[src/rtl/i2s_tx_pkg.sv]
package i2s_tx_pkg;
  localparam int WORD_W     = 32;
  localparam int CH_BIT     = 31;
  localparam int SAMPLE_W   = 24;
  localparam int PACKED_W   = SAMPLE_W + 1;
  localparam int TONE_IDX_W = 4;

  typedef enum logic [1:0] {
    SRC_FIFO      = 2'd0,
    SRC_TONE_PRE  = 2'd1,
    SRC_TONE_POST = 2'd2
  } src_sel_e;

  // 16-step sine built from five quarter-wave magnitudes (amplitude 2^22).
  function automatic logic [SAMPLE_W-1:0] tone_sample(input logic [TONE_IDX_W-1:0] idx);
    logic [2:0]          half_pos;
    logic [2:0]          quarter;
    logic [SAMPLE_W-1:0] mag;
    half_pos = idx[2:0];
    quarter  = (half_pos <= 3'd4) ? half_pos : (3'd0 - half_pos);
    case (quarter)
      3'd0:    mag = 24'd0;
      3'd1:    mag = 24'd1605091;
      3'd2:    mag = 24'd2965821;
      3'd3:    mag = 24'd3875032;
      default: mag = 24'd4194304;
    endcase
    return idx[3] ? (24'd0 - mag) : mag;
  endfunction
endpackage

[src/rtl/i2s_tx_fifo.sv]
module i2s_tx_fifo #(
  parameter int W     = 25,
  parameter int DEPTH = 8
) (
  input  logic         clk,
  input  logic         rst_n,
  input  logic         in_valid,
  output logic         in_ready,
  input  logic [W-1:0] in_data,
  output logic         out_valid,
  input  logic         out_ready,
  output logic [W-1:0] out_data
);
  localparam int AW = (DEPTH > 1) ? $clog2(DEPTH) : 1;
  localparam int CW = $clog2(DEPTH + 1);

  logic [W-1:0]  mem [DEPTH];
  logic [AW-1:0] wr_ptr, rd_ptr;
  logic [CW-1:0] count;
  logic          push, pop;

  assign in_ready  = (count != CW'(DEPTH));
  assign out_valid = (count != '0);
  assign out_data  = mem[rd_ptr];
  assign push      = in_valid && in_ready;
  assign pop       = out_valid && out_ready;

  function automatic logic [AW-1:0] bump(input logic [AW-1:0] p);
    return (p == AW'(DEPTH - 1)) ? '0 : p + 1'b1;
  endfunction

  always_ff @(posedge clk) begin
    if (push) mem[wr_ptr] <= in_data;
  end

  always_ff @(posedge clk or negedge rst_n) begin
    if (!rst_n) begin
      wr_ptr <= '0;
      rd_ptr <= '0;
      count  <= '0;
    end else begin
      if (push) wr_ptr <= bump(wr_ptr);
      if (pop)  rd_ptr <= bump(rd_ptr);
      case ({push, pop})
        2'b10:   count <= count + 1'b1;
        2'b01:   count <= count - 1'b1;
        default: count <= count;
      endcase
    end
  end

  assert_no_overflow_R5: assert property (@(posedge clk) disable iff (!rst_n)
    count <= CW'(DEPTH));
  assert_empty_stays_R5: assert property (@(posedge clk) disable iff (!rst_n)
    (count == '0 && !in_valid) |=> (count == '0));
endmodule

[src/rtl/i2s_tx_tone.sv]
module i2s_tx_tone import i2s_tx_pkg::*; (
  input  logic                clk,
  input  logic                rst_n,
  input  logic                active,
  output logic                out_valid,
  input  logic                out_ready,
  output logic [PACKED_W-1:0] out_word
);
  logic [TONE_IDX_W-1:0] idx;
  logic                  ch;

  assign out_valid = active;
  assign out_word  = {ch, tone_sample(idx)};

  always_ff @(posedge clk or negedge rst_n) begin
    if (!rst_n) begin
      idx <= '0;
      ch  <= 1'b0;
    end else if (!active) begin
      idx <= '0;
      ch  <= 1'b0;
    end else if (out_valid && out_ready) begin
      ch <= ~ch;
      if (ch) idx <= idx + 1'b1;
    end
  end

  // A left word taken is followed by the right word with the same sample.
  assert_pair_same_R8: assert property (@(posedge clk) disable iff (!rst_n)
    (active && $past(active) && $past(out_valid && out_ready && !out_word[PACKED_W-1]))
      |-> (out_word[PACKED_W-1] && out_word[SAMPLE_W-1:0] == $past(out_word[SAMPLE_W-1:0])));
endmodule

[src/rtl/i2s_tx_serializer.sv]
module i2s_tx_serializer import i2s_tx_pkg::*; #(
  parameter int DIV_W  = 16,
  parameter int SLOT_W = 32
) (
  input  logic                clk,
  input  logic                rst_n,
  input  logic                enable,
  input  logic [DIV_W-1:0]    divisor,
  input  logic                src_valid,
  input  logic [PACKED_W-1:0] src_word,
  output logic                src_pop,
  output logic                bclk,
  output logic                ws,
  output logic                sd,
  output logic                underrun
);
  localparam int FRAME_BITS = 2 * SLOT_W;
  localparam int POS_W      = $clog2(FRAME_BITS);
  localparam int PAD_W      = SLOT_W - SAMPLE_W;

  logic [DIV_W-1:0]  div_eff, cnt;
  logic [POS_W-1:0]  pos, pos_next;
  logic [SLOT_W-1:0] shreg;
  logic              tick, fall_tick, slot_start, slot_ch;

  assign div_eff    = (divisor == '0) ? DIV_W'(1) : divisor;
  assign tick       = enable && (cnt >= div_eff - DIV_W'(1));
  assign fall_tick  = tick && bclk;
  assign pos_next   = pos + 1'b1;
  assign slot_start = (pos_next[POS_W-2:0] == '0);
  assign slot_ch    = pos_next[POS_W-1];
  assign src_pop    = fall_tick && slot_start && src_valid
                      && (src_word[PACKED_W-1] == slot_ch);

  always_ff @(posedge clk or negedge rst_n) begin
    if (!rst_n) begin
      cnt <= '0; bclk <= 1'b0; ws <= 1'b1; sd <= 1'b0;
      pos <= '1; shreg <= '0; underrun <= 1'b0;
    end else if (!enable) begin
      cnt <= '0; bclk <= 1'b0; ws <= 1'b1; sd <= 1'b0;
      pos <= '1; shreg <= '0; underrun <= 1'b0;
    end else begin
      if (tick) begin
        cnt  <= '0;
        bclk <= ~bclk;
      end else begin
        cnt <= cnt + 1'b1;
      end
      if (fall_tick) begin
        pos <= pos_next;
        ws  <= slot_ch;
        sd  <= shreg[SLOT_W-1];
        if (slot_start) begin
          shreg <= src_pop ? (SLOT_W'(src_word[SAMPLE_W-1:0]) << PAD_W) : '0;
          if (!src_valid) underrun <= 1'b1;
        end else begin
          shreg <= shreg << 1;
        end
      end
    end
  end

  assert_gate_R4: assert property (@(posedge clk) disable iff (!rst_n)
    !enable |=> (!bclk && !sd && ws));
  assert_ws_on_fall_R2: assert property (@(posedge clk) disable iff (!rst_n)
    (enable && $past(enable) && (ws != $past(ws))) |-> (!bclk && $past(bclk)));
  assert_sd_on_fall_R2: assert property (@(posedge clk) disable iff (!rst_n)
    (enable && $past(enable) && (sd != $past(sd))) |-> (!bclk && $past(bclk)));
  assert_underrun_sticky_R7: assert property (@(posedge clk) disable iff (!rst_n)
    (enable && $past(enable) && $past(underrun)) |-> underrun);
endmodule

[src/rtl/i2s_tx.sv]
module i2s_tx import i2s_tx_pkg::*; #(
  parameter int CLK_HZ     = 50_000_000,
  parameter int DIV_W      = 16,
  parameter int FIFO_DEPTH = 8,
  parameter int SLOT_W     = 32
) (
  input  logic              clk,
  input  logic              rst_n,
  input  logic              enable,
  input  logic              tone_pre,
  input  logic              tone_post,
  input  logic [DIV_W-1:0]  divisor,
  input  logic              in_valid,
  output logic              in_ready,
  input  logic [WORD_W-1:0] in_data,
  output logic [31:0]       clk_rate_hz,
  output logic              bclk,
  output logic              ws,
  output logic              sd,
  output logic              underrun
);
  src_sel_e            sel;
  logic                tone_active, tone_valid, tone_ready;
  logic [PACKED_W-1:0] tone_word;
  logic                f_in_valid, f_in_ready, f_out_valid, f_out_ready;
  logic [PACKED_W-1:0] f_in_data, f_out_data;
  logic                src_valid, src_pop;
  logic [PACKED_W-1:0] src_word;
  logic                unused_rsvd;

  assign sel = tone_post ? SRC_TONE_POST : (tone_pre ? SRC_TONE_PRE : SRC_FIFO);
  assign tone_active = enable && (sel != SRC_FIFO);
  assign clk_rate_hz = 32'(CLK_HZ);
  assign unused_rsvd = ^in_data[CH_BIT-1:SAMPLE_W];

  i2s_tx_tone u_tone (
    .clk, .rst_n, .active(tone_active),
    .out_valid(tone_valid), .out_ready(tone_ready), .out_word(tone_word)
  );

  assign f_in_valid = (sel == SRC_TONE_PRE) ? tone_valid : in_valid;
  assign f_in_data  = (sel == SRC_TONE_PRE) ? tone_word
                                            : {in_data[CH_BIT], in_data[SAMPLE_W-1:0]};
  assign in_ready   = (sel != SRC_TONE_PRE) && f_in_ready;

  i2s_tx_fifo #(.W(PACKED_W), .DEPTH(FIFO_DEPTH)) u_fifo (
    .clk, .rst_n,
    .in_valid(f_in_valid), .in_ready(f_in_ready), .in_data(f_in_data),
    .out_valid(f_out_valid), .out_ready(f_out_ready), .out_data(f_out_data)
  );

  assign src_valid   = (sel == SRC_TONE_POST) ? tone_valid : f_out_valid;
  assign src_word    = (sel == SRC_TONE_POST) ? tone_word  : f_out_data;
  assign f_out_ready = (sel != SRC_TONE_POST) && src_pop;
  assign tone_ready  = (sel == SRC_TONE_POST) ? src_pop
                     : (sel == SRC_TONE_PRE)  ? f_in_ready : 1'b0;

  i2s_tx_serializer #(.DIV_W(DIV_W), .SLOT_W(SLOT_W)) u_ser (
    .clk, .rst_n, .enable, .divisor,
    .src_valid, .src_word, .src_pop,
    .bclk, .ws, .sd, .underrun
  );

  assert_pop_has_word_R6: assert property (@(posedge clk) disable iff (!rst_n)
    src_pop |-> src_valid);
  assert_post_keeps_fifo_R9: assert property (@(posedge clk) disable iff (!rst_n)
    (sel == SRC_TONE_POST) |-> !f_out_ready);
endmodule

[config.mk]
export PLATFORM = sky130hd
export DESIGN_NAME = i2s_tx
export DESIGN_NICKNAME = d
export VERILOG_FILES = /design/src/rtl/i2s_tx_pkg.sv /design/src/rtl/i2s_tx_fifo.sv /design/src/rtl/i2s_tx_tone.sv /design/src/rtl/i2s_tx_serializer.sv /design/src/rtl/i2s_tx.sv
export SDC_FILE = /design/constraint.sdc
export NUM_CORES = 1
export LEC_CHECK = 0
export BUFFER_PORTS_ARGS = -buffer_cell sky130_fd_sc_hd__buf_4
export CELL_PAD_IN_SITES_DETAIL_PLACEMENT = 2
export CELL_PAD_IN_SITES_GLOBAL_PLACEMENT = 2
export CORE_ASPECT_RATIO = 0.75
export CORE_MARGIN = 3
export CORE_UTILIZATION = 43
export DETAILED_ROUTE_END_ITERATION = 7
export PLACE_DENSITY_LB_ADDON = 0.05
export SYNTH_ARGS = -nofsm -noshare
export SYNTH_HDL_FRONTEND = slang
export SYNTH_SLANG_ARGS = --single-unit
export TNS_END_PERCENT = 50
[constraint.sdc]
create_clock -name clk -period 3.9 [get_ports clk]
set_clock_uncertainty 0.1 [all_clocks]
set_input_delay 0.78 -clock clk [delete_from_list [all_inputs] [get_ports clk]]
set_output_delay 0.78 -clock clk [all_outputs]
set_load 0.05 [all_outputs]
== Yosys cells after proc, flatten, opt, wreduce, memory -nomap -nowiden ==
Memory sizes are Yosys's and may differ from the RTL's.
Cells that the tools add are included.

* Bits in registers: 73
* Bits in writable memories: 200
* Output and inout bits: 37
* Logic and storage cells: 105
* Memories: 1

* Add/sub/neg operators: 10
* Magnitude comparators: 2
* Equality and inequality tests: 19
* Mux-type cells: 40
* Bitwise logic cells: 2
* Reductions and logical operators: 19

{| class="wikitable"
|+ Memories
! memory !! depth !! width !! read ports !! clocked after Yosys merged registers in !! write ports !! RTL line !! RTL
|-
| u_fifo.mem || 8 || 25 || 1 || 0 || 1 || i2s_tx_fifo.sv:17 || <nowiki>logic [W-1:0] mem [DEPTH];</nowiki>
|}

{| class="wikitable"
|+ Operators by type and width
! cell !! count
|-
| 32-bit 2-to-1 mux || 4
|-
| 23-bit one-hot mux with 4 select lines || 1
|-
| 25-bit 2-to-1 mux || 2
|-
| 16-bit 2-to-1 mux || 3
|-
| 24-bit 2-to-1 mux || 1
|-
| 1-bit by 23-bit subtractor with 24-bit output (first input constant) || 1
|-
| 1-bit 2-to-1 mux || 19
|-
| 16-bit by 1-bit adder with 16-bit output (second input constant) || 1
|-
| 16-bit >= comparator || 1
|-
| 16-bit zero test || 1
|-
| 16-bit by 1-bit subtractor with 16-bit output (second input constant) || 1
|-
| 4-bit 2-to-1 mux || 3
|-
| 6-bit 2-to-1 mux || 2
|-
| 2-bit by 1-bit inequality test with 1-bit output (second input constant) || 6
|-
| 1-bit logical AND || 11
|-
| 3-bit 2-to-1 mux || 3
|-
| 4-bit by 1-bit adder with 4-bit output (second input constant) || 2
|-
| 4-bit one-hot mux with 2 select lines || 1
|-
| 3-bit by 1-bit adder with 3-bit output (second input constant) || 2
|-
| 6-bit by 1-bit adder with 6-bit output (second input constant) || 1
|-
| 3-bit by 2-bit equality test with 1-bit output (second input constant) || 2
|-
| 3-bit equality test (second input constant) || 2
|-
| 5-bit zero test || 1
|-
| 2-bit by 1-bit equality test with 1-bit output (second input constant) || 2
|-
| other kinds (15) || 19
|}

== Logic depth before layout (Yosys ltp) ==
* Word-level depth: 13
* Mapped depth: 23
* Depth with buffers taken out: 23

== Hierarchy ==
A second synthesis with hierarchy kept.

* Cells, all modules: 950
* Area total of the unflattened synthesis: 13656.8 um2

{| class="wikitable"
|+ Modules (own cells, without submodules)
! module !! times used !! cells an instance !! area each (um2) !! sequential area each (um2)
|-
| i2s_tx_fifo || 1 || 355 || 8346.8 || 6256.0
|-
| i2s_tx_serializer || 1 || 398 || 3567.2 || 1233.7
|-
| i2s_tx || 1 || 99 || 998.5 || 0.0
|-
| i2s_tx_tone || 1 || 98 || 744.5 || 125.1
|}

== Worst setup path after synthesis ==
OpenSTA, ideal clock, no wires.

* Path type: input to register
* Start: input divisor[7]
* End: register u_fifo.count[3]
* Library setup time: 125 ps
* Arrival time: 5241 ps
* Required time: 3675 ps
* Slack: -1566 ps
* Stages on the path: 23
* Path buffers: 0
* Path through: or4_1 or4_1 nor3_2 a31oi_1 ha_1 nand2_1 nor2_1 nand2_1 xor2_1 ha_1 nand4_1 nor3_1 a32oi_1 a31oi_2 nand4_1 inv_1 ha_1 ha_1 a21o_1 a21oi_1 xnor2_1 nor2_1 xor2_1

* Longest elaborated chain between the ends: 13

{| class="wikitable"
|+ RTL lines
! what !! RTL line !! RTL
|-
| from (decl) || i2s_tx.sv:12 || <nowiki>input logic [DIV_W-1:0] divisor,</nowiki>
|-
| 16-bit zero test || i2s_tx_serializer.sv:26 || <nowiki>assign div_eff = (divisor == '0) ? DIV_W'(1) : divisor;</nowiki>
|-
| 16-bit 2-to-1 mux (*) || i2s_tx_serializer.sv:26 ||
|-
| 16-bit by 1-bit subtractor with 16-bit output (*) || i2s_tx_serializer.sv:27 || <nowiki>assign tick = enable && (cnt >= div_eff - DIV_W'(1));</nowiki>
|-
| 16-bit >= comparator (*) || i2s_tx_serializer.sv:27 ||
|-
| 1-bit logical AND (*) || i2s_tx_serializer.sv:27 ||
|-
| 1-bit logical AND (*) || i2s_tx_serializer.sv:28 || <nowiki>assign fall_tick = tick && bclk;</nowiki>
|-
| 1-bit logical AND (*) (2 in series) || i2s_tx_serializer.sv:32 || <nowiki>assign src_pop = fall_tick && slot_start && src_valid</nowiki>
|-
| 1-bit logical AND (*) || i2s_tx_serializer.sv:33 || <nowiki>&& (src_word[PACKED_W-1] == slot_ch);</nowiki>
|-
| 1-bit logical AND (*) || i2s_tx.sv:54 || <nowiki>assign f_out_ready = (sel != SRC_TONE_POST) && src_pop;</nowiki>
|-
| 1-bit logical AND (*) || i2s_tx_fifo.sv:26 || <nowiki>assign pop = out_valid && out_ready;</nowiki>
|-
| via u_fifo.pop || i2s_tx_fifo.sv:20 || <nowiki>logic push, pop;</nowiki>
|-
| 2-bit by 1-bit equality test with 1-bit output or 2-bit equality test (tied branches) || i2s_tx_fifo.sv:44 || <nowiki>case ({push, pop})</nowiki>
|-
| 4-bit one-hot mux with 2 select lines or 2-bit nonzero test (tied branches) || n/a ||
|-
| to (signal assigned) || i2s_tx_fifo.sv:45 || <nowiki>2'b10: count <= count + 1'b1;</nowiki>
|-
| to (signal assigned) || i2s_tx_fifo.sv:46 || <nowiki>2'b01: count <= count - 1'b1;</nowiki>
|-
| to (signal assigned) || i2s_tx_fifo.sv:47 || <nowiki>default: count <= count;</nowiki>
|-
| to (decl) || i2s_tx_fifo.sv:19 || <nowiki>logic [CW-1:0] count;</nowiki>
|}

The timed path passes the listed nets; every way through them passes the cells marked *.
A chain may end at the register's enable or synchronous reset.

== Worst setup path after layout ==
Ends and elaborated chain as after synthesis.

==> flow_metrics.py <==
metrics = {
    "global_routing": {
        "grtUsageMet2_pct": 41.6,
        "total_global_routing_overflow": 0,
        "first_pass_grt_wire_length_um": 56800,
        "grt_pass1_vias": 9138,
        "groute.layer.met1.usage_pct": 31.7,
        "grt_use_met3_pct": 3.28,
        "top_usage_layer": "met2",
        "grt_max_degree": 65,
        "grt_antenna_before_repair": 0,
        "grt_util_all_layers_pct": 23.8,
    },
    "logic_synthesis": {
        "synthMuxAreaShare_pct": 10.8,
        "synth_common_cells": "200 x edfxtp_1, 106 x nand2_1, 62 x nor2_1",
        "postSynthCellCount": 914,
        "synth-async-reset-ratio_pct": 24.2,
        "synth_area_mm2": 0.0125,
        "post_synth_top_area_share_pct": 48.0,
        "synth_compound_area_share_pct": 7.94,
        "ys_seq_elements": 264,
        "post_synth_xor_area_fraction_pct": 2.31,
        "synth_sequential_area_ratio_pct": 60.9,
        "count_of_flip_flops_with_a_built_in_enable_after_synthesis": 200,
        "synth_fa_ha_area_share_pct": 3.36,
        "ys_types": 69,
        "synth_top_family_by_area": "multiplexers",
        "syn-mean-instance-area_um2": 13.7,
        "most_frequently_used_cell_type_in_the_post_synthesis_netlist": "edfxtp_1",
        "yosysWarnings": 0,
        "post_synth_main_area_contributors": "edfxtp_1 48%, dfrtp_1 12%, mux4_2 9.0%, ha_1 3.2%, nand2_1 3.2%",
        "post_synth_simple_gate_area_pct": 10.6,
        "synthDominantAreaCellType": "edfxtp_1",
        "synth_ff_type": "edfxtp_1",
    },
    "setup_path": {
        "cp_max_fo": 5,
        "regToRegStartpoint": "u_ser.cnt[0]",
        "critical_path.startpoint_type": "input pin",
        "timing.reg2reg.worst_path_depth": 15,
        "r2r_end": "u_fifo.count[3]",
        "critPathKind": "in2reg",
        "required_ns": 4.23,
        "worst_ep_arrival_time_ns": 4.94,
        "critPathCaptureType": "flop",
        "r2r_slack_ns": 0.64,
    },
    "clock_tree": {
        "ctsLongestPathBuffers": 3,
        "ctsHtreeMaxLevel": 1,
        "clock_tree_from_tritoncts": "yes",
        "clock_latency_ns": 0.57,
        "cts_root_buffer": "clkbuf_16",
        "holdBufCountCts": 0,
        "cts.reportedPaths.clkPinSlew_ns": 0.06,
        "clock-sinks": 264,
        "numCtsBuffers": 27,
    },
    "sta": {
        "timing.final.setup_violations": 45,
        "min_period_ns": 4.61,
        "timing.final.max_slew_violations": 0,
        "grt_setup_unrepaired": "true",
        "fin_ws_ns": -0.709,
        "setup-tns-final_ns": -16.53,
        "fmax_mhz": 217,
        "timing_worst_slew_pin_value_ns": 0.914,
        "period_utilisation_layout_pct": 118,
        "maxSlewHeadroom_pct": 39.1,
        "report.final.hold_viol_count": 0,
    },
    "hold_path": {
        "worst_hold_path_type": "in2async",
    },
    "die": {
        "coreArea_mm2": 0.0283,
        "initial_utilization_pct": 44.1,
        "die-height_um": 154,
        "die-area_mm2": 0.0312,
        "overall_die_width_um": 203,
        "io-pin-count": 91,
        "core.rowCount": 53,
    },
    "route": {
        "routed_wl_um": 36600,
        "drc_errors": 0,
        "via_per_inst": 5.73,
        "detail_route.iter0.violations": 562,
        "dr_total_vias": 8149,
        "dr.pass1.iters": 4,
        "drt-wirelength-per-cell_um": 25.8,
        "antenna_violating_nets_left": 0,
    },
    "cells_and_area": {
        "finish.utilization_pct": 52.1,
        "syn_to_final_growth_pct": 18.0,
        "drive_above_1_share_pct": 26.2,
        "finish.net_count": 1102,
        "insertedDiodeCount": 0,
    },
    "placement": {
        "io_buffers": 51,
        "place_congestion": 0.823,
        "hpwl_um": 23300,
    },
    "power": {
        "vdd_ir_drop_max_v": 0.000343,
        "power.density_cell_area_mw_per_mm2": 497,
        "power_leakage_nw": 5.45,
    },
    "job": {
        "cap_violations": 0,
    },
    "outcome": {
        "failed_checks": "setup timing",
        "result_of_the_run": "finished with violations",
    },
}
[critical path, cell delays in order]
cell	delay [ns]
buf_6	0.09
or4_4	0.52
or4_4	0.46
nor3_4	0.15
a31oi_2	0.13
ha_2	0.22
nand2_4	0.08
nor2_2	0.04
nand2_1	0.07
xor2_1	0.07
ha_1	0.33
nand4_1	0.15
nor3_2	0.22
a32oi_2	0.17
a31oi_4	0.18
nand4_1	0.16
inv_2	0.10
ha_4	0.15
ha_4	0.19
a21o_1	0.18
a21oi_2	0.15
xnor2_1	0.14
nor2_1	0.07
xor2_1	0.14
[how the worst max path moves through the flow]
stage / startpoint / endpoint / slack, ns / cells past startpoint
after detailed placement: divisor[7] / u_fifo.count[3] / -1.38 / 23
after floorplan: divisor[7] / u_fifo.count[3] / -1.21 / 23
final: divisor[7] / u_fifo.count[3] / -0.71 / 24
after global placement: divisor[7] / u_fifo.count[3] / -1.28 / 24
after global routing: divisor[7] / u_fifo.count[3] / -0.86 / 24
after CTS: divisor[7] / u_fifo.count[3] / -0.73 / 24
[metrics by stage]
| step | area, um^2 | std cells | total power, mW | hold slack [ns] | worst slack (ns) |
|---|---|---|---|---|---|
| after global placement | 13600 | 1365 | 4.50 | 0.366 | -1.28 |
| after detailed placement | 13600 | 1365 | 4.62 | 0.389 | -1.38 |
| after CTS | 14700 | 1424 | 7.38 | 0.272 | -0.727 |
| after global routing | 14800 | 1421 | 7.61 | 0.303 | -0.863 |
| final | 14800 | 1421 | 7.33 | 0.243 | -0.709 |
| after floorplan | 12700 | 944 | 4.15 | 0.356 | -1.21 |
[metal layers]
layer  vias to the layer above  part of all wire [%]
met5                         -                     0
li1                       3611                     -
met1                      4304                    43
met2                       179                    51
met4                         0                   2.3
met3                        55                   3.7
[layout make-up]
class                      count  area, um^2
tap                          385         482
clock inverter                15         195
timing repair buffer         116         911
sequential                   264        7620
multi-input combinational    587        4730
fill                        2682       13600
clock buffer                  35         737
inverter                      19        73.8
[logic make-up after synthesis]
group / after synthesis
fa+ha+maj: 33
mux: 71
xor+xnor: 33
other cells: 2
flops: 264
buf+inv: 93
simple gates: 278
compound gates: 140
[report_power, final]
group / internal [mW] / switching [mW]
clock network: 1.61 / 1.13
registers: 3.42 / 0.157
logic: 0.347 / 0.669
total: 5.37 / 1.96
[registers in the layout, indices dropped and copies added (netlist names)]
register and flops:
u_fifo.count 4, u_fifo.mem 200, u_fifo.rd_ptr 3, u_fifo.wr_ptr 3, u_ser.bclk 1, u_ser.cnt 16, u_ser.pos 6, u_ser.sd 1
u_ser.shreg 24, u_ser.underrun 1, u_tone.ch 1, u_tone.idx 4
[cells in the final DEF, fill, tap and decap left out, types with 5 or more instances in the layout]
cell	Yosys	routed
nand2b_1	7	7
mux2i_1	12	12
xnor2_1	15	15
a221o_1	6	6
a21oi_1	28	25
o221ai_1	7	7
ha_1	32	28
a211oi_1	15	15
clkbuf_16	0	28
nor2b_1	20	20
nor3_1	10	7
nand3_1	17	17
conb_1	2	32
o21ai_0	25	21
buf_4	34	110
clkbuf_1	32	6
clkinv_2	0	7
and3_1	9	8
mux4_2	50	50
nor3_2	3	5
xor2_1	18	16
dfstp_2	6	6
o21ai_1	2	5
a2bb2oi_1	7	7
o31ai_1	7	7
inv_1	18	16
nor4_1	5	5
edfxtp_1	200	200
a31oi_1	8	5
and2_1	6	6
nand4_1	10	10
dfrtp_1	58	56
nand2_1	106	103
nor2_1	62	58
o211ai_1	5	5
[timing repair]
action | CTS | global route
resized for setup | 29 | 10
setup buffers | 9 | 3
pin swaps | 10 | 5
setup endpoints to repair | 60 | 60
Note: power is estimated with default switching activity, not from simulation.
